`src/rtl/evt_status_pkg.sv`:
```
package evt_status_pkg;

    localparam int EVT_W     = 8;
    localparam int N_CHAN    = 3;

    // channel indices
    localparam int CH_STD    = 0;
    localparam int CH_DEV0   = 1;
    localparam int CH_DEV1   = 2;

    // bit positions that other logic decodes
    localparam int PON_BIT   = 7;
    localparam int FAULT_BIT = 5;
    localparam int MDONE_BIT = 1;
    localparam int CDONE_BIT = 0;
    localparam int VOLT_LSB  = 3;
    localparam int RES_LSB   = 0;

    typedef enum logic [0:0] {
        ST_POWERUP = 1'b0,
        ST_ACTIVE  = 1'b1
    } boot_state_e;

    // bits that a channel can ever hold
    function automatic logic [EVT_W-1:0] chan_mask(input int ch);
        logic [EVT_W-1:0] m;
        m = '0;
        case (ch)
            CH_STD:  m = '1;
            CH_DEV0: begin
                m[FAULT_BIT] = 1'b1;
                m[MDONE_BIT] = 1'b1;
                m[CDONE_BIT] = 1'b1;
            end
            CH_DEV1: m[VOLT_LSB+2:RES_LSB] = '1;
            default: m = '0;
        endcase
        return m;
    endfunction

    // status byte position of each channel summary
    function automatic int sb_pos(input int ch);
        case (ch)
            CH_STD:  return 5;
            CH_DEV0: return 0;
            default: return 1;
        endcase
    endfunction

endpackage

```
`src/rtl/evt_latch.sv`:
```
module evt_latch #(
    parameter int               W    = 8,
    parameter logic [W-1:0]     KEEP = '1
) (
    input  logic         clk,
    input  logic         rst_n,
    input  logic [W-1:0] set_i,
    input  logic         clr_i,
    output logic [W-1:0] q_o
);

    logic [W-1:0] q_r;
    logic [W-1:0] set_m;

    assign set_m = set_i & KEEP;

    // clear first, then new events on top: an event beside a clear survives
    always_ff @(posedge clk or negedge rst_n) begin
        if (!rst_n) q_r <= '0;
        else        q_r <= (clr_i ? '0 : q_r) | set_m;
    end

    assign q_o = q_r;

    p_sticky_r2: assert property (@(posedge clk) disable iff (!rst_n)
        !clr_i |=> ((q_o & $past(q_o)) == $past(q_o)));

    p_evt_kept_r10: assert property (@(posedge clk) disable iff (!rst_n)
        (set_m != '0) |=> ((q_o & $past(set_m)) == $past(set_m)));

    p_clr_empties_r9: assert property (@(posedge clk) disable iff (!rst_n)
        (clr_i && set_m == '0) |=> (q_o == '0));

endmodule

```
`src/rtl/evt_summary.sv`:
```
module evt_summary #(
    parameter int W = 8
) (
    input  logic [W-1:0] evt_i,
    input  logic [W-1:0] en_i,
    output logic         hit_o
);

    assign hit_o = |(evt_i & en_i);

endmodule

```
`src/rtl/evt_status_unit.sv`:
```
module evt_status_unit
    import evt_status_pkg::*;
#(
    parameter int DW     = EVT_W,
    parameter int ADDR_W = 3
) (
    input  logic              clk,
    input  logic              rst_n,
    input  logic [DW-1:0]     std_evt_pulse,
    input  logic              meas_fault,
    input  logic              meas_done,
    input  logic              conv_done,
    input  logic [2:0]        volt_cmp,
    input  logic [2:0]        res_cmp,
    input  logic              acc_valid,
    input  logic              acc_write,
    input  logic [ADDR_W-1:0] acc_addr,
    input  logic [DW-1:0]     acc_wdata,
    input  logic              clr_all,
    output logic              rd_valid,
    output logic [DW-1:0]     rd_data,
    output logic [7:0]        status_byte
);

    localparam int NCH = N_CHAN;

    boot_state_e state, state_nx;
    logic        pon_fire;
    logic        rd_req, wr_req;
    logic [DW-1:0] ev_set [NCH];
    logic [DW-1:0] ev_q   [NCH];
    logic [DW-1:0] ev_en  [NCH];
    logic          ev_clr [NCH];
    logic [NCH-1:0] ev_hit;
    logic [DW-1:0] rd_mux;

    assign rd_req = acc_valid && !acc_write;
    assign wr_req = acc_valid &&  acc_write;

    // power-up sequencer: state register
    always_ff @(posedge clk or negedge rst_n) begin
        if (!rst_n) state <= ST_POWERUP;
        else        state <= state_nx;
    end

    // power-up sequencer: next state and outputs
    always_comb begin
        state_nx = state;
        pon_fire = 1'b0;
        unique case (state)
            ST_POWERUP: begin
                pon_fire = 1'b1;
                state_nx = ST_ACTIVE;    // T_BOOT
            end
            ST_ACTIVE: begin
                state_nx = ST_ACTIVE;    // T_HOLD
            end
            default: state_nx = ST_ACTIVE;
        endcase
    end

    // event sources per channel
    always_comb begin
        ev_set[CH_STD] = std_evt_pulse;
        if (pon_fire) ev_set[CH_STD][PON_BIT] = 1'b1;

        ev_set[CH_DEV0]            = '0;
        ev_set[CH_DEV0][FAULT_BIT] = meas_fault;
        ev_set[CH_DEV0][MDONE_BIT] = meas_done;
        ev_set[CH_DEV0][CDONE_BIT] = conv_done;

        ev_set[CH_DEV1]                    = '0;
        ev_set[CH_DEV1][VOLT_LSB+2:VOLT_LSB] = volt_cmp;
        ev_set[CH_DEV1][RES_LSB+2:RES_LSB]   = res_cmp;
    end

    for (genvar g = 0; g < NCH; g++) begin : g_chan
        localparam logic [DW-1:0] KM = chan_mask(g);
        localparam logic [ADDR_W-1:0] A_EVT = ADDR_W'(2 * g);
        localparam logic [ADDR_W-1:0] A_EN  = ADDR_W'(2 * g + 1);

        assign ev_clr[g] = clr_all || (rd_req && acc_addr == A_EVT);

        evt_latch #(.W(DW), .KEEP(KM)) u_latch (
            .clk   (clk),
            .rst_n (rst_n),
            .set_i (ev_set[g]),
            .clr_i (ev_clr[g]),
            .q_o   (ev_q[g])
        );

        evt_summary #(.W(DW)) u_sum (
            .evt_i (ev_q[g]),
            .en_i  (ev_en[g]),
            .hit_o (ev_hit[g])
        );

        always_ff @(posedge clk or negedge rst_n) begin
            if (!rst_n)                          ev_en[g] <= '0;
            else if (wr_req && acc_addr == A_EN) ev_en[g] <= acc_wdata;
        end

        p_en_hold_r7: assert property (@(posedge clk) disable iff (!rst_n)
            !(wr_req && acc_addr == A_EN) |=> $stable(ev_en[g]));
    end

    // read selection
    always_comb begin
        rd_mux = '0;
        for (int c = 0; c < NCH; c++) begin
            if (acc_addr == ADDR_W'(2 * c))     rd_mux = ev_q[c];
            if (acc_addr == ADDR_W'(2 * c + 1)) rd_mux = ev_en[c];
        end
    end

    always_ff @(posedge clk or negedge rst_n) begin
        if (!rst_n) begin
            rd_valid <= 1'b0;
            rd_data  <= '0;
        end else begin
            rd_valid <= rd_req;
            if (rd_req) rd_data <= rd_mux;
        end
    end

    // status byte assembly
    always_comb begin
        status_byte = '0;
        for (int c = 0; c < NCH; c++) status_byte[sb_pos(c)] = ev_hit[c];
    end

    p_boot_pon_r1: assert property (@(posedge clk) disable iff (!rst_n)
        (state == ST_POWERUP) |=> ev_q[CH_STD][PON_BIT]);

    p_rd_pulse_r12: assert property (@(posedge clk) disable iff (!rst_n)
        rd_req |=> rd_valid);

    p_rd_idle_r12: assert property (@(posedge clk) disable iff (!rst_n)
        !rd_req |=> !rd_valid);

endmodule

```
`config.mk`:
```
export PLATFORM = sky130hd
export DESIGN_NAME = evt_status_unit
export DESIGN_NICKNAME = d
export VERILOG_FILES = /design/src/rtl/evt_status_pkg.sv /design/src/rtl/evt_latch.sv /design/src/rtl/evt_summary.sv /design/src/rtl/evt_status_unit.sv
export SDC_FILE = /design/constraint.sdc
export NUM_CORES = 1
export LEC_CHECK = 0
export BUFFER_PORTS_ARGS = -buffer_cell sky130_fd_sc_hd__buf_4
export CAP_MARGIN = 20
export CORE_MARGIN = 5
export CORE_UTILIZATION = 55
export CTS_BUF_LIST = sky130_fd_sc_hd__clkbuf_2 sky130_fd_sc_hd__clkbuf_4 sky130_fd_sc_hd__clkbuf_8
export CTS_CLUSTER_SIZE = 14
export DETAILED_ROUTE_END_ITERATION = 6
export PLACE_DENSITY = 0.88
export SLEW_MARGIN = 20
export SYNTH_ARGS = -nofsm -noshare
export SYNTH_HDL_FRONTEND = slang
export SYNTH_HIERARCHICAL = 1
export SYNTH_SLANG_ARGS = --single-unit
```
`constraint.sdc`:
```
create_clock -name clk -period 1.1 [get_ports clk]
set_input_delay 0.11 -clock clk [delete_from_list [all_inputs] [get_ports clk]]
set_output_delay 0.11 -clock clk [all_outputs]
set_load 0.05 [all_outputs]
```
### After elaboration in Yosys (flattened, before gate mapping)

Index checks and enable logic that the tools add are counted.

| storage, ports and cells | value |
|---|---|
| flip-flop bits (word level) | 58 |
| bits of input ports | 33 |
| output and inout bits | 17 |
| logic and storage cells | 46 |

| cells by class | value |
|---|---|
| eq/ne operators | 5 |
| mux-type cells | 10 |
| bitwise logic cells | 6 |
| reduce and logical (&&, ||, !) cells | 16 |

Operators with widths:

| operator | number |
|---|---|
| 8-bit two-way mux | 9 |
| 8-bit AND | 3 |
| 8-bit OR reduction | 3 |
| 8-bit by 6-bit OR with 8-bit output | 2 |
| 1-bit logical AND | 8 |
| 8-bit OR | 1 |
| 3-bit by 2-bit == test with 1-bit output (second input constant) | 2 |
| 3-bit == test (second input constant) | 2 |
| 3-bit by 1-bit == test with 1-bit output (second input constant) | 1 |
| 3-bit zero test | 1 |
| 1-bit logical OR | 3 |
| 1-bit zero test | 1 |
| 1-bit two-way mux | 1 |

### Depth between registers and ports, before layout

Gate-level depths: netlist (run 1).

| depth | value |
|---|---|
| depth after elaboration | 7 |
| gate-level depth with buffers | 8 |
| depth with buffers taken out | 6 |

### By module

Netlist (run 1), hierarchy kept.

Modules (own cells, without submodules):

| module | instances | cells an instance | area an instance (sq um) | seq. area each (sq um) |
|---|---|---|---|---|
| evt_status_unit | 1 | 143 | 1759.2 | 850.8 |
| evt_latch at g_chan[0].u_latch | 1 | 17 | 264.0 | 200.2 |
| evt_latch at g_chan[2].u_latch | 1 | 16 | 217.7 | 150.1 |
| evt_latch at g_chan[1].u_latch | 1 | 13 | 142.6 | 75.1 |
| evt_summary | 3 | 5 | 36.3 | 0.0 |

### Worst setup path after synthesis (run 1)

OpenSTA, ideal clock, no wires.

| path | value |
|---|---|
| path kind | input to register |
| start | in acc_addr[2] |
| end | reg ev_en[16] (netlist name) |
| setup time | 0.125 ns |
| arrival | 1.133 ns |
| data required time | 0.975 ns |
| setup slack | -0.157 ns |
| stages on the path | 4 |
| buffers on the path | 1 |
| path through | buf_4 > nand3b_4 > nor3b_4 > mux2_2 |

| between the ends | value |
|---|---|
| cells in the longest elaborated chain, start to end | 2 |

Ends and longest elaborated chain:

| what | line | text |
|---|---|---|
| from (decl) | evt_status_unit.sv:17 | `input logic [ADDR_W-1:0] acc_addr,` |
| 3-bit by 1-bit == test with 1-bit output | evt_status_unit.sv:100 | `else if (wr_req && acc_addr == A_EN) ev_en[g] <= acc_wdata;` |
| 1-bit logical AND | evt_status_unit.sv:100 |  |
| to (signal, indexed assignment) | evt_status_unit.sv:100 |  |
| to (decl) | evt_status_unit.sv:32 | `logic [DW-1:0] ev_en [NCH];` |

No other way between the ends.
A chain may end at the register's enable or synchronous reset.

### Worst setup path after layout (run 1)

| path | value |
|---|---|
| start | reg ev_en[2] (netlist name) |
| end | out status_byte[1] |

| between the ends | value |
|---|---|
| cells in the longest elaborated chain, start to end | 2 |

Ends and longest elaborated chain:

| what | line | text |
|---|---|---|
| 8-bit AND | evt_summary.sv:9 | `assign hit_o = \|(evt_i & en_i);` |
| 8-bit OR reduction | evt_summary.sv:9 |  |
| to (decl) | evt_status_unit.sv:22 | `output logic [7:0] status_byte` |

No other way between the ends.

==> summary.txt, run 1 <==
Cells and area
  – Layout cell share with drive strength beyond 1: 50.34%
  – Synth-to-layout area growth: 38.60%
  – Nets: 322
  – Fin cells: 342
  – N_diodes: 0
  – Final instance area: 3455 µm²

Yosys
  – EDFF count, synth: 0
  – YS warnings: 6
  – Xor and xnor area share after synthesis: 0%
  – Synthesized flop and latch total: 51
  – Mapped Cells: 204
  – Asr flop ratio synth: 100.0%
  – Post-synth top flop: dfrtp_1
  – Post-Syn Area per Cell: 12.22 µm²
  – Adder-Cell Fraction of Synth Area: 0%
  – Synth unique cells: 32
  – Post-synthesis compound-gate area fraction: 19.38%
  – Count leader, synth: dfrtp_1
  – Post-synthesis mux area share: 16.72%
  – Seq/Total Area, Yosys: 51.20%
  – Synth Area in Simple Gates: 5.723%
  – Post-synth top cells: dfrtp_1 (51), mux2_2 (37), a21o_1 (18)
  – Largest family of logic cells by synthesized area: compound AO/OA/AOI/OAI gates
  – Post-synth top area cell: dfrtp_1
  – Netlist Area Pre-Place: 2492 µm²
  – Ranking of synthesized cells by area: dfrtp_1 (51%), mux2_2 (17%), a21o_1 (5.4%)
  – Share of the synthesized area in the top cell type: 51.20%

Drt
  – Residual DRC: 0
  – Vias per cell: 6.044
  – Post-DRT Antenna Nets: 0
  – TritonRoute pass-1 iters: 4
  – Via count: 2067
  – Initial DRC Count: 156
  – DRT Wirelength: 7051 µm
  – DR WL/cell: 20.62 µm

Clocking
  – H-tree Lvls: 2
  – CTS buffer count: 5
  – TritonCTS clock tree: done
  – CTS root buf: clkbuf_8
  – Worst skew pair latency: 0.31 ns
  – Clk pin slew, worst setup/hold paths: 0.10 ns
  – CTS Buffer Depth: 2
  – CTS Sinks: 51

Pwr
  – VDD IR-drop max: 0.001149 V
  – Tot Pwr: 5.176 mW
  – Leak: 1.589 nW
  – Pwr per Cell Area: 1498 nW/µm²

Floorplan
  – Die height: 77.32 µm
  – Top Ports: 50
  – Placeable Area: 4384 µm²
  – Die area: 5978 µm²
  – Initial Utilization: 56.85%
  – Row count: 24
  – DIE WIDTH: 77.32 µm

STA
  – Fmax: 0.7135 GHz
  – Period utilisation layout: 127.4%
  – Final hold vios: 1
  – Setup ws final: -0.3015 ns
  – Clock period minus worst slack: 1.401 ns
  – Hold Slack: -0.0007621 ns
  – Layout Skew: 0.01262 ns
  – Final setup fails: 6
  – RSZ-0062 raised after global routing: true
  – Max-slew violations: 0
  – TNS Setup: -0.9287 ns

Worst setup path
  – Kind of critical path: register to output port
  – Critical Path End: status_byte[1]
  – Worst Setup End Kind: output port
  – Path depth of the worst reg2reg path: 4
  – CP required: 0.99 ns
  – Worst Setup Start Kind: register
  – FF-to-FF setup slack: -0.08 ns
  – RR Endpoint: rd_data[2]$_DFFE_PN0P_
  – CP Data Arrival Time: 1.29 ns
  – Crit Path Max Fanout: 2
  – FF-to-FF Start: g_chan[2].u_latch/q_o[2]$_DFF_PN0_
  – CP Launch Point: ev_en[2]$_DFFE_PN0P_

Placement
  – Routability Congestion: 0.8741
  – Port Buf Inserts: 44
  – Final HPWL DP: 4778 µm
  – Dpl cells: 310
  – Placed inst area: 3007 µm²
  – DP Worst Slack: -0.1909 ns

GRT
  – Largest net degree at the start of global routing: 33
  – Remaining Overflow, GRT: 0
  – First-pass GRT wire length: 11020 µm
  – Initial antenna violation count: 0
  – Number of global-route vias before repair: 2123
  – GRT Total Usage: 23.60%

Status
  – Outcome: finished with violations
  – Violated checks: negative hold slack, negative setup slack

Worst hold path
  – Hold Crit Depth: 2
  – Min-delay worst type: primary input to register

Job
  – Max cap viols: 0
-- state kept, by name, summed over array words and instances, names as in the netlist --
name                cells
ev_en                  24
g_chan.u_latch/q_o     17
rd_data                 8
rd_valid                1
state                   1
-- stage by stage --
| step | utilization (%) | hold slack [ns] |
|---|---|---|
| floorplan | - | -0.1856 |
| global placement | 68.58 | 0.006312 |
| detailed placement | 68.58 | 0.006441 |
| CTS | 77.20 | 0.0003125 |
| global route | 78.80 | -0.001926 |
| finish | 78.80 | -0.0007621 |
-- cell usage in the layout, fill, tap and decap left out, types with 7 or more instances in the layout --
cell type and n:
buf_4 65, a22oi_2 7, a21oi_1 11, dlygate4sd3_1 15, conb_1 13, a21o_1 18
dfrtp_1 51, mux2_2 32
-- cell type report --
type                            count  area [µm²]
Clock inverter                      1       5.005
Clock buffer                        7       83.83
Tap cell                           52       65.06
Multi-Input combinational cell    136        1225
Inverter                            6       25.02
Sequential cell                    51        1276
Fill cell                         266       929.6
Timing Repair Buffer               89       774.5
-- worst max-delay path: stages (launching register included) --
cell     delay (ns)
dfrtp_1        0.42
a22oi_2        0.23
nand4_1        0.15
buf_6          0.18
-- power breakdown --
group	total, mW	switching, mW	internal (mW)
logic	1.63	0.832	0.796
clock network	1.11	0.608	0.498
registers	2.44	0.268	2.18
-- how the worst min path moves through the flow --
| stage | startpoint | endpoint | slack, ns |
|---|---|---|---|
| 2_1_floorplan | rst_n | ev_en[0]$_DFFE_PN0P_ | -0.19 |
| 3_3_place_gp | rst_n | rd_data[6]$_DFFE_PN0P_ | 0.006 |
| 3_5_place_dp | rst_n | rd_data[6]$_DFFE_PN0P_ | 0.006 |
| 4_1_cts | std_evt_pulse[4] | g_chan[0].u_latch/q_o[4]$_DFF_PN0_ | 0.0003 |
| 5_1_grt | std_evt_pulse[4] | g_chan[0].u_latch/q_o[4]$_DFF_PN0_ | -0.002 |
| 6_report | std_evt_pulse[4] | g_chan[0].u_latch/q_o[4]$_DFF_PN0_ | -0.0008 |
-- layer usage --
metal  vias up  global-route usage [%]  routed length (µm)
li1        909                       -                   -
met1      1010                   29.89                2654
met2       117                   38.30                3507
met3        31                   5.269                 563
met4         0                   11.17                 325
met5         -                       0                   0
-- timing repair --
item | 4_1_cts | 5_1_grt
hold buffers | 15 | 0
buffers inserted | 9 | 3
pin swaps | 9 | 9
endpoints found under the hold margin | 65 | 0
resized for setup | 15 | 14
endpoints found under the setup margin | 5 | 9
-- cell families (layout without fill, tap and decap cells) --
group / Yosys count / count (layout)
mux: 37 / 37
buf+inv: 26 / 103
other cells: 4 / 13
flops: 51 / 51
compound gates: 68 / 68
simple gates: 18 / 18
Power figures use the tool's default switching activity.
==> run 2: changes to the inputs <==
- GPL_TIMING_DRIVEN: default -> 0
==> run 2 against run 1 <==
Against the previous run: the run ends with negative setup slack left; maximum frequency decreased by 2.1%; cell area increased by 2.8%; clock-buffer cell count increased by 1; flip-flop and latch count unchanged; power increased by 2.6%; combinational power about the same; hold slack improved by 0.047 ns; utilization increased by 2.2 points; largest power group unchanged.
==> summary.txt, run 2 (synthesis gave the netlist of run 1 again) <==
Worst setup path
  – Kind of critical path: register to output port (unchanged)
  – Worst Setup End Kind: output port (unchanged)
  – Crit Path Max Fanout: 2 (unchanged)
  – CP Data Arrival Time: 1.32 ns (was 1.29 ns)
  – Critical path's slowest cell: dfrtp_1 (unchanged)
  – Worst Setup Start Kind: register (unchanged)
  – Largest stage delay, worst path: 0.42 ns (about the same)
  – CP required: 0.99 ns (about the same)
  – CP cell instances: a22oi_2, nand4_1, buf_6 (unchanged)

Drt
  – Initial DRC Count: 192 (was 156)
  – Via count: 2181 (was 2067)
  – Vias per cell: 6.126 (was 6.044)
  – DRT Wirelength: 7441 µm (was 7051 µm)
  – Post-DRT Antenna Nets: 0 (unchanged)
  – DR WL/cell: 20.90 µm (was 20.62 µm)
  – Residual DRC: 0 (unchanged)
  – TritonRoute pass-1 iters: 4 (unchanged)

STA
  – Final setup fails: 16 (was 6)
  – Period utilisation layout: 130.2% (was 127.4%)
  – Max-slew violations: 0 (unchanged)
  – Layout Skew: 0.006942 ns (was 0.01262 ns)
  – TNS Setup: -1.259 ns (was -0.9287 ns)
  – Clock period minus worst slack: 1.432 ns (was 1.401 ns)
  – Fmax: 0.6982 GHz (was 0.7135 GHz)
  – Max-slew headroom: 57.32%
  – Final hold vios: 0 (was 1)
  – RSZ-0062 raised after global routing: true (unchanged)
  – Setup ws final: -0.3322 ns (was -0.3015 ns)
  – Worst-Margin Slew: 0.6402 ns

Clocking
  – Clk pin slew, worst setup/hold paths: 0.09 ns (was 0.10 ns)
  – CTS root buf: clkbuf_8 (unchanged)
  – TritonCTS clock tree: done (unchanged)
  – Worst skew pair latency: 0.32 ns (was 0.31 ns)
  – H-tree Lvls: 2 (unchanged)
  – CTS Buffer Depth: 2 (unchanged)
  – CTS buffer count: 5 (unchanged)
  – CTS Sinks: 51 (unchanged)

Floorplan
  – Initial Utilization: 56.85% (unchanged)
  – Die area: 5978 µm² (unchanged)
  – Top Ports: 50 (unchanged)
  – Placeable Area: 4384 µm² (unchanged)
  – Row count: 24 (unchanged)
  – Die height: 77.32 µm (unchanged)
  – DIE WIDTH: 77.32 µm (unchanged)

Cells and area
  – Final instance area: 3550 µm² (was 3455 µm²)
  – Layout cell share with drive strength beyond 1: 51.32% (was 50.34%)
  – Largest register FFs: 24 (unchanged)
  – Reg with most FFs: ev_en (unchanged)
  – Commonest cells after routing, fill and taps aside: buf_4 (73), dfrtp_1 (51), mux2_2 (32) (was buf_4 (65), dfrtp_1 (51), mux2_2 (32))
  – Nets: 336 (was 322)
  – Synth-to-layout area growth: 42.42% (was 38.60%)
  – N_diodes: 0 (unchanged)
  – Most common cell after layout, fill and taps aside: buf_4 (unchanged)

GRT
  – Initial antenna violation count: 0 (unchanged)
  – Number of global-route vias before repair: 2216 (was 2123)
  – Largest net degree at the start of global routing: 52 (was 33)
  – Remaining Overflow, GRT: 0 (unchanged)
  – GRT Total Usage: 23.40% (was 23.60%)
  – First-pass GRT wire length: 11050 µm (was 11020 µm)

Worst hold path
  – Min-delay worst type: primary input to register (unchanged)

Pwr
  – Leak: 1.662 nW (was 1.589 nW)
  – Pwr per Cell Area: 1496 nW/µm² (was 1498 nW/µm²)
  – VDD IR-drop max: 0.001134 V (was 0.001149 V)
  – Tot Pwr: 5.312 mW (was 5.176 mW)

Placement
  – Final HPWL DP: 4345 µm (was 4778 µm)
  – Port Buf Inserts: 43 (was 44)
  – Routability Congestion: 0.8820 (was 0.8741)
  – Placed inst area: 2948 µm² (was 3007 µm²)

Status
  – Outcome: finished with violations (unchanged)
  – Violated checks: negative setup slack (was negative hold slack, negative setup slack)

Job
  – Max cap viols: 0 (unchanged)
==> run 2: area by class of cell <==
class,instances,area (µm²)
plain buffers,20,161.4
clock buffers,8,103.9
multi-input cells,136,1234
repair buffers,83,684.4
fillers,255,834.6
inverters,6,25.02
well taps,52,65.06
flip-flops and latches,51,1276
==> run 2: metal layers <==
metal	vias up	wire length (µm)	track usage (%)
li1	944	-	-
met1	1116	2976	30.09
met2	109	3790	37.12
met3	12	552	6.909
met4	0	121	9.278
met5	-	0	0
==> run 2: repair_timing <==
action | in CTS | in global routing
buffers inserted | 7 | 18
endpoints found under the setup margin | 11 | 38
cloned | 0 | 0
hold buffers | 17 | 0
endpoints found under the hold margin | 67 | 0
gates resized for setup | 12 | 21
pin swaps | 8 | 13
==> run 2: worst max-delay path, delay by kind of cell, from the launching register on <==
family	cells	cell delay, ns
and+or+nand+nor	1	0.17
AOI/OAI and AO/OA	1	0.23
buffers and inverters	1	0.19
DFF	1	0.42
==> run 2: metrics by stage <==
stage          hold slack, ns  setup slack, ns  util, %  instances
5_1_grt               0.03797          -0.3488    80.96        356
4_1_cts               0.03779          -0.2807    75.91        340
6_report              0.04587          -0.3322    80.96        356
2_1_floorplan         -0.1856          -0.1197        -        213
3_5_place_dp           0.1773          -0.3838    67.24        308
3_3_place_gp           0.1699          -0.3548    67.24        308
==> run 2: where the power goes <==
part           switching (mW)  total (mW)  internal (mW)  leakage (nW)
clock network           0.611        1.21          0.599        0.0549
logic                   0.849        1.65          0.797          1.01
registers               0.280        2.46           2.18         0.593
total                    1.74        5.31           3.57          1.66
==> run 2: final timing paths <==
| kind | start | to | slack, ns | cells past startpoint |
|---|---|---|---|---|
| min in group asynchronous | rst_n | ev_en[6]$_DFFE_PN0P_ | 0.36 | 2 |
| max in group asynchronous | rst_n | g_chan[0].u_latch/q_o[3]$_DFF_PN0_ | 0.31 | 2 |
| worst min-delay path | acc_wdata[2] | ev_en[10]$_DFFE_PN0P_ | 0.05 | 2 |
| worst max-delay path | g_chan[1].u_latch/q_o[0]$_DFF_PN0_ | status_byte[0] | -0.33 | 3 |
| worst max register to register | g_chan[2].u_latch/q_o[5]$_DFF_PN0_ | rd_data[5]$_DFFE_PN0P_ | -0.12 | 5 |
| worst min register to register | g_chan[2].u_latch/q_o[4]$_DFF_PN0_ | g_chan[2].u_latch/q_o[4]$_DFF_PN0_ | 0.51 | 1 |
==> run 3: changes to the inputs <==
- PLACE_DENSITY: 0.88 -> 0.87
==> run 3 against run 2 <==
Against the previous run: clock power decreased by 9%; wire length increased by 0.69%; cell count decreased by 1.4%; sequential power about the same; the run still ends with negative setup slack left; global-route usage increased by 1.4 points; setup slack improved by 0.040 ns; largest cell class unchanged; sequential share of layout area about the same; first-iteration DRC count decreased by 4.2%.
==> summary.txt, run 3 (synthesis gave the netlist of run 1 again) <==
Status
  – Outcome: finished with violations (unchanged)
  – Violated checks: negative setup slack (unchanged)

Worst setup path
  – Crit Path Max Fanout: 2 (unchanged)
  – CP Data Arrival Time: 1.28 ns (was 1.32 ns)
  – Kind of critical path: register to output port (unchanged)
  – CP required: 0.99 ns (about the same)
  – Worst Setup Start Kind: register (unchanged)
  – RR Endpoint: rd_data[5]$_DFFE_PN0P_ (unchanged)
  – FF-to-FF setup slack: -0.17 ns (was -0.12 ns)
  – FF-to-FF Start: g_chan[1].u_latch/q_o[5]$_DFF_PN0_ (was g_chan[2].u_latch/q_o[5]$_DFF_PN0_)
  – Path depth of the worst reg2reg path: 5 (unchanged)
  – Worst Setup End Kind: output port (unchanged)

Drt
  – Via count: 2125 (was 2181)
  – TritonRoute pass-1 iters: 6 (was 4)
  – DRT Wirelength: 7492 µm (was 7441 µm)
  – DR WL/cell: 21.34 µm (was 20.90 µm)
  – Post-DRT Antenna Nets: 0 (unchanged)
  – Residual DRC: 0 (unchanged)
  – Vias per cell: 6.054 (was 6.126)
  – Initial DRC Count: 184 (was 192)

GRT
  – GRT met2 Usage: 42.68% (was 37.12%)
  – Largest net degree at the start of global routing: 52 (unchanged)
  – Global routing usage on met3: 7.026% (was 6.909%)
  – Number of global-route vias before repair: 2245 (was 2216)
  – GRT Total Usage: 24.82% (was 23.40%)
  – Remaining Overflow, GRT: 0 (unchanged)
  – Most used routing layer in global routing: met2 (unchanged)
  – Initial antenna violation count: 0 (unchanged)
  – M1 GR Usage: 28.61% (was 30.09%)
  – First-pass GRT wire length: 11500 µm (was 11050 µm)

Cells and area
  – Layout Utilization: 81.11% (was 80.96%)
  – Fin cells: 351 (was 356)
  – Nets: 331 (was 336)
  – Synth-to-layout area growth: 42.67% (was 42.42%)
  – Most common cell after layout, fill and taps aside: buf_4 (unchanged)
  – Largest register FFs: 24 (unchanged)
  – N_diodes: 0 (unchanged)
  – Fill count: 247 (was 255)
  – Layout cell share with drive strength beyond 1: 51.84% (was 51.32%)
  – Reg with most FFs: ev_en (unchanged)
  – Commonest cells after routing, fill and taps aside: buf_4 (62), dfrtp_1 (50), mux2_2 (32) (was buf_4 (73), dfrtp_1 (51), mux2_2 (32))

STA
  – Layout Skew: 0.002134 ns (was 0.006942 ns)
  – Clock period minus worst slack: 1.392 ns (was 1.432 ns)
  – Setup ws final: -0.2919 ns (was -0.3322 ns)
  – Period utilisation layout: 126.5% (was 130.2%)
  – Final setup fails: 15 (was 16)
  – TNS Setup: -1.328 ns (was -1.259 ns)
  – Final hold vios: 0 (unchanged)
  – Max-slew violations: 0 (unchanged)
  – RSZ-0062 raised after global routing: true (unchanged)
  – Fmax: 0.7185 GHz (was 0.6982 GHz)
  – Worst-Margin Slew: 0.6339 ns (was 0.6402 ns)
  – Max-slew headroom: 57.74% (was 57.32%)

Clocking
  – TritonCTS clock tree: done (unchanged)
  – CTS root buf: clkbuf_8 (unchanged)
  – H-tree Lvls: 2 (unchanged)
  – Clk pin slew, worst setup/hold paths: 0.09 ns (about the same)
  – CTS buffer count: 5 (unchanged)
  – CTS Buffer Depth: 2 (unchanged)
  – Worst skew pair latency: 0.31 ns (was 0.32 ns)
  – CTS Sinks: 51 (unchanged)

Floorplan
  – Placeable Area: 4384 µm² (unchanged)
  – Die area: 5978 µm² (unchanged)
  – DIE WIDTH: 77.32 µm (unchanged)
  – Row count: 24 (unchanged)
  – Die height: 77.32 µm (unchanged)
  – Top Ports: 50 (unchanged)
  – Initial Utilization: 56.85% (unchanged)

Pwr
  – Leak: 1.635 nW (was 1.662 nW)
  – Tot Pwr: 5.275 mW (was 5.312 mW)
  – Pwr per Cell Area: 1484 nW/µm² (was 1496 nW/µm²)
  – VDD IR-drop max: 0.001344 V (was 0.001134 V)

Placement
  – Final HPWL DP: 4358 µm (was 4345 µm)
  – Routability Congestion: 0.8397 (was 0.8820)
  – Dpl cells: 308 (unchanged)
  – Port Buf Inserts: 43 (unchanged)

Worst hold path
  – Hold Crit Depth: 2 (unchanged)
  – Worst Hold Path EP: ev_en[10]$_DFFE_PN0P_ (unchanged)
  – Min-delay src: acc_wdata[2] (unchanged)
  – Min-delay worst type: primary input to register (unchanged)

Job
  – Max cap viols: 0 (unchanged)
run 3: per-stage QoR:
stage	hold WS, ns	instance area [µm²]	worst slack (ns)
6_report	0.04507	3556	-0.2919
5_1_grt	0.03555	3556	-0.3316
4_1_cts	0.03822	3364	-0.2770
3_5_place_dp	0.1758	2948	-0.3558
3_3_place_gp	0.1681	2948	-0.3573
2_1_floorplan	-0.1856	2560	-0.1197
run 3: worst max-delay path: stages (launching register included):
cell and delay (ns):
dfrtp_1 0.42, a22oi_2 0.23, nand4_1 0.14, buf_6 0.18
run 3: where the power goes:
part	switching [mW]	total (mW)	internal, mW	leakage (nW)
Sequential	0.290	2.47	2.18	0.592
Combinational	0.868	1.71	0.839	1.00
Clock	0.657	1.10	0.444	0.0402
Total	1.82	5.28	3.46	1.64
run 3: worst max path at each step:
stage / slack, ns / end / startpoint
2_1_floorplan: -0.12 / ev_en[16]$_DFFE_PN0P_ / acc_addr[2]
4_1_cts: -0.28 / status_byte[1] / g_chan[2].u_latch/q_o[2]$_DFF_PN0_
3_3_place_gp: -0.36 / ev_en[14]$_DFFE_PN0P_ / acc_addr[1]
5_1_grt: -0.33 / status_byte[0] / ev_en[8]$_DFFE_PN0P_
3_5_place_dp: -0.36 / ev_en[14]$_DFFE_PN0P_ / acc_addr[1]
6_report: -0.29 / status_byte[5] / g_chan[0].u_latch/q_o[3]$_DFF_PN0_
run 3: repair_timing:
| action | in CTS | in global routing |
|---|---|---|
| endpoints found under the hold margin | 67 | 0 |
| hold buffers | 17 | 0 |
| gates resized for setup | 15 | 31 |
| cloned | 0 | 0 |
| pin swaps | 10 | 14 |
| buffers inserted | 10 | 11 |
| setup endpoints to repair | 14 | 19 |
run 3: layout make-up:
| cell class | count | area (µm²) | area share [%] |
|---|---|---|---|
| multi-input combinational | 136 | 1259 | 35.40 |
| tap | 52 | 65.06 | 1.830 |
| timing repair buffer | 78 | 678.2 | 19.07 |
| sequential | 51 | 1277 | 35.93 |
| clock inverter | 3 | 20.02 | 0.5630 |
| inverter | 6 | 25.02 | 0.7037 |
| clock buffer | 5 | 68.82 | 1.935 |
| buffer | 20 | 162.7 | 4.574 |
run 3: layer usage:
| metal | up-vias | part of all wire, % |
|---|---|---|
| met2 | 115 | 52 |
| met4 | 0 | 3.0 |
| met1 | 1054 | 37 |
| met5 | - | 0 |
| li1 | 930 | - |
| met3 | 26 | 7.1 |
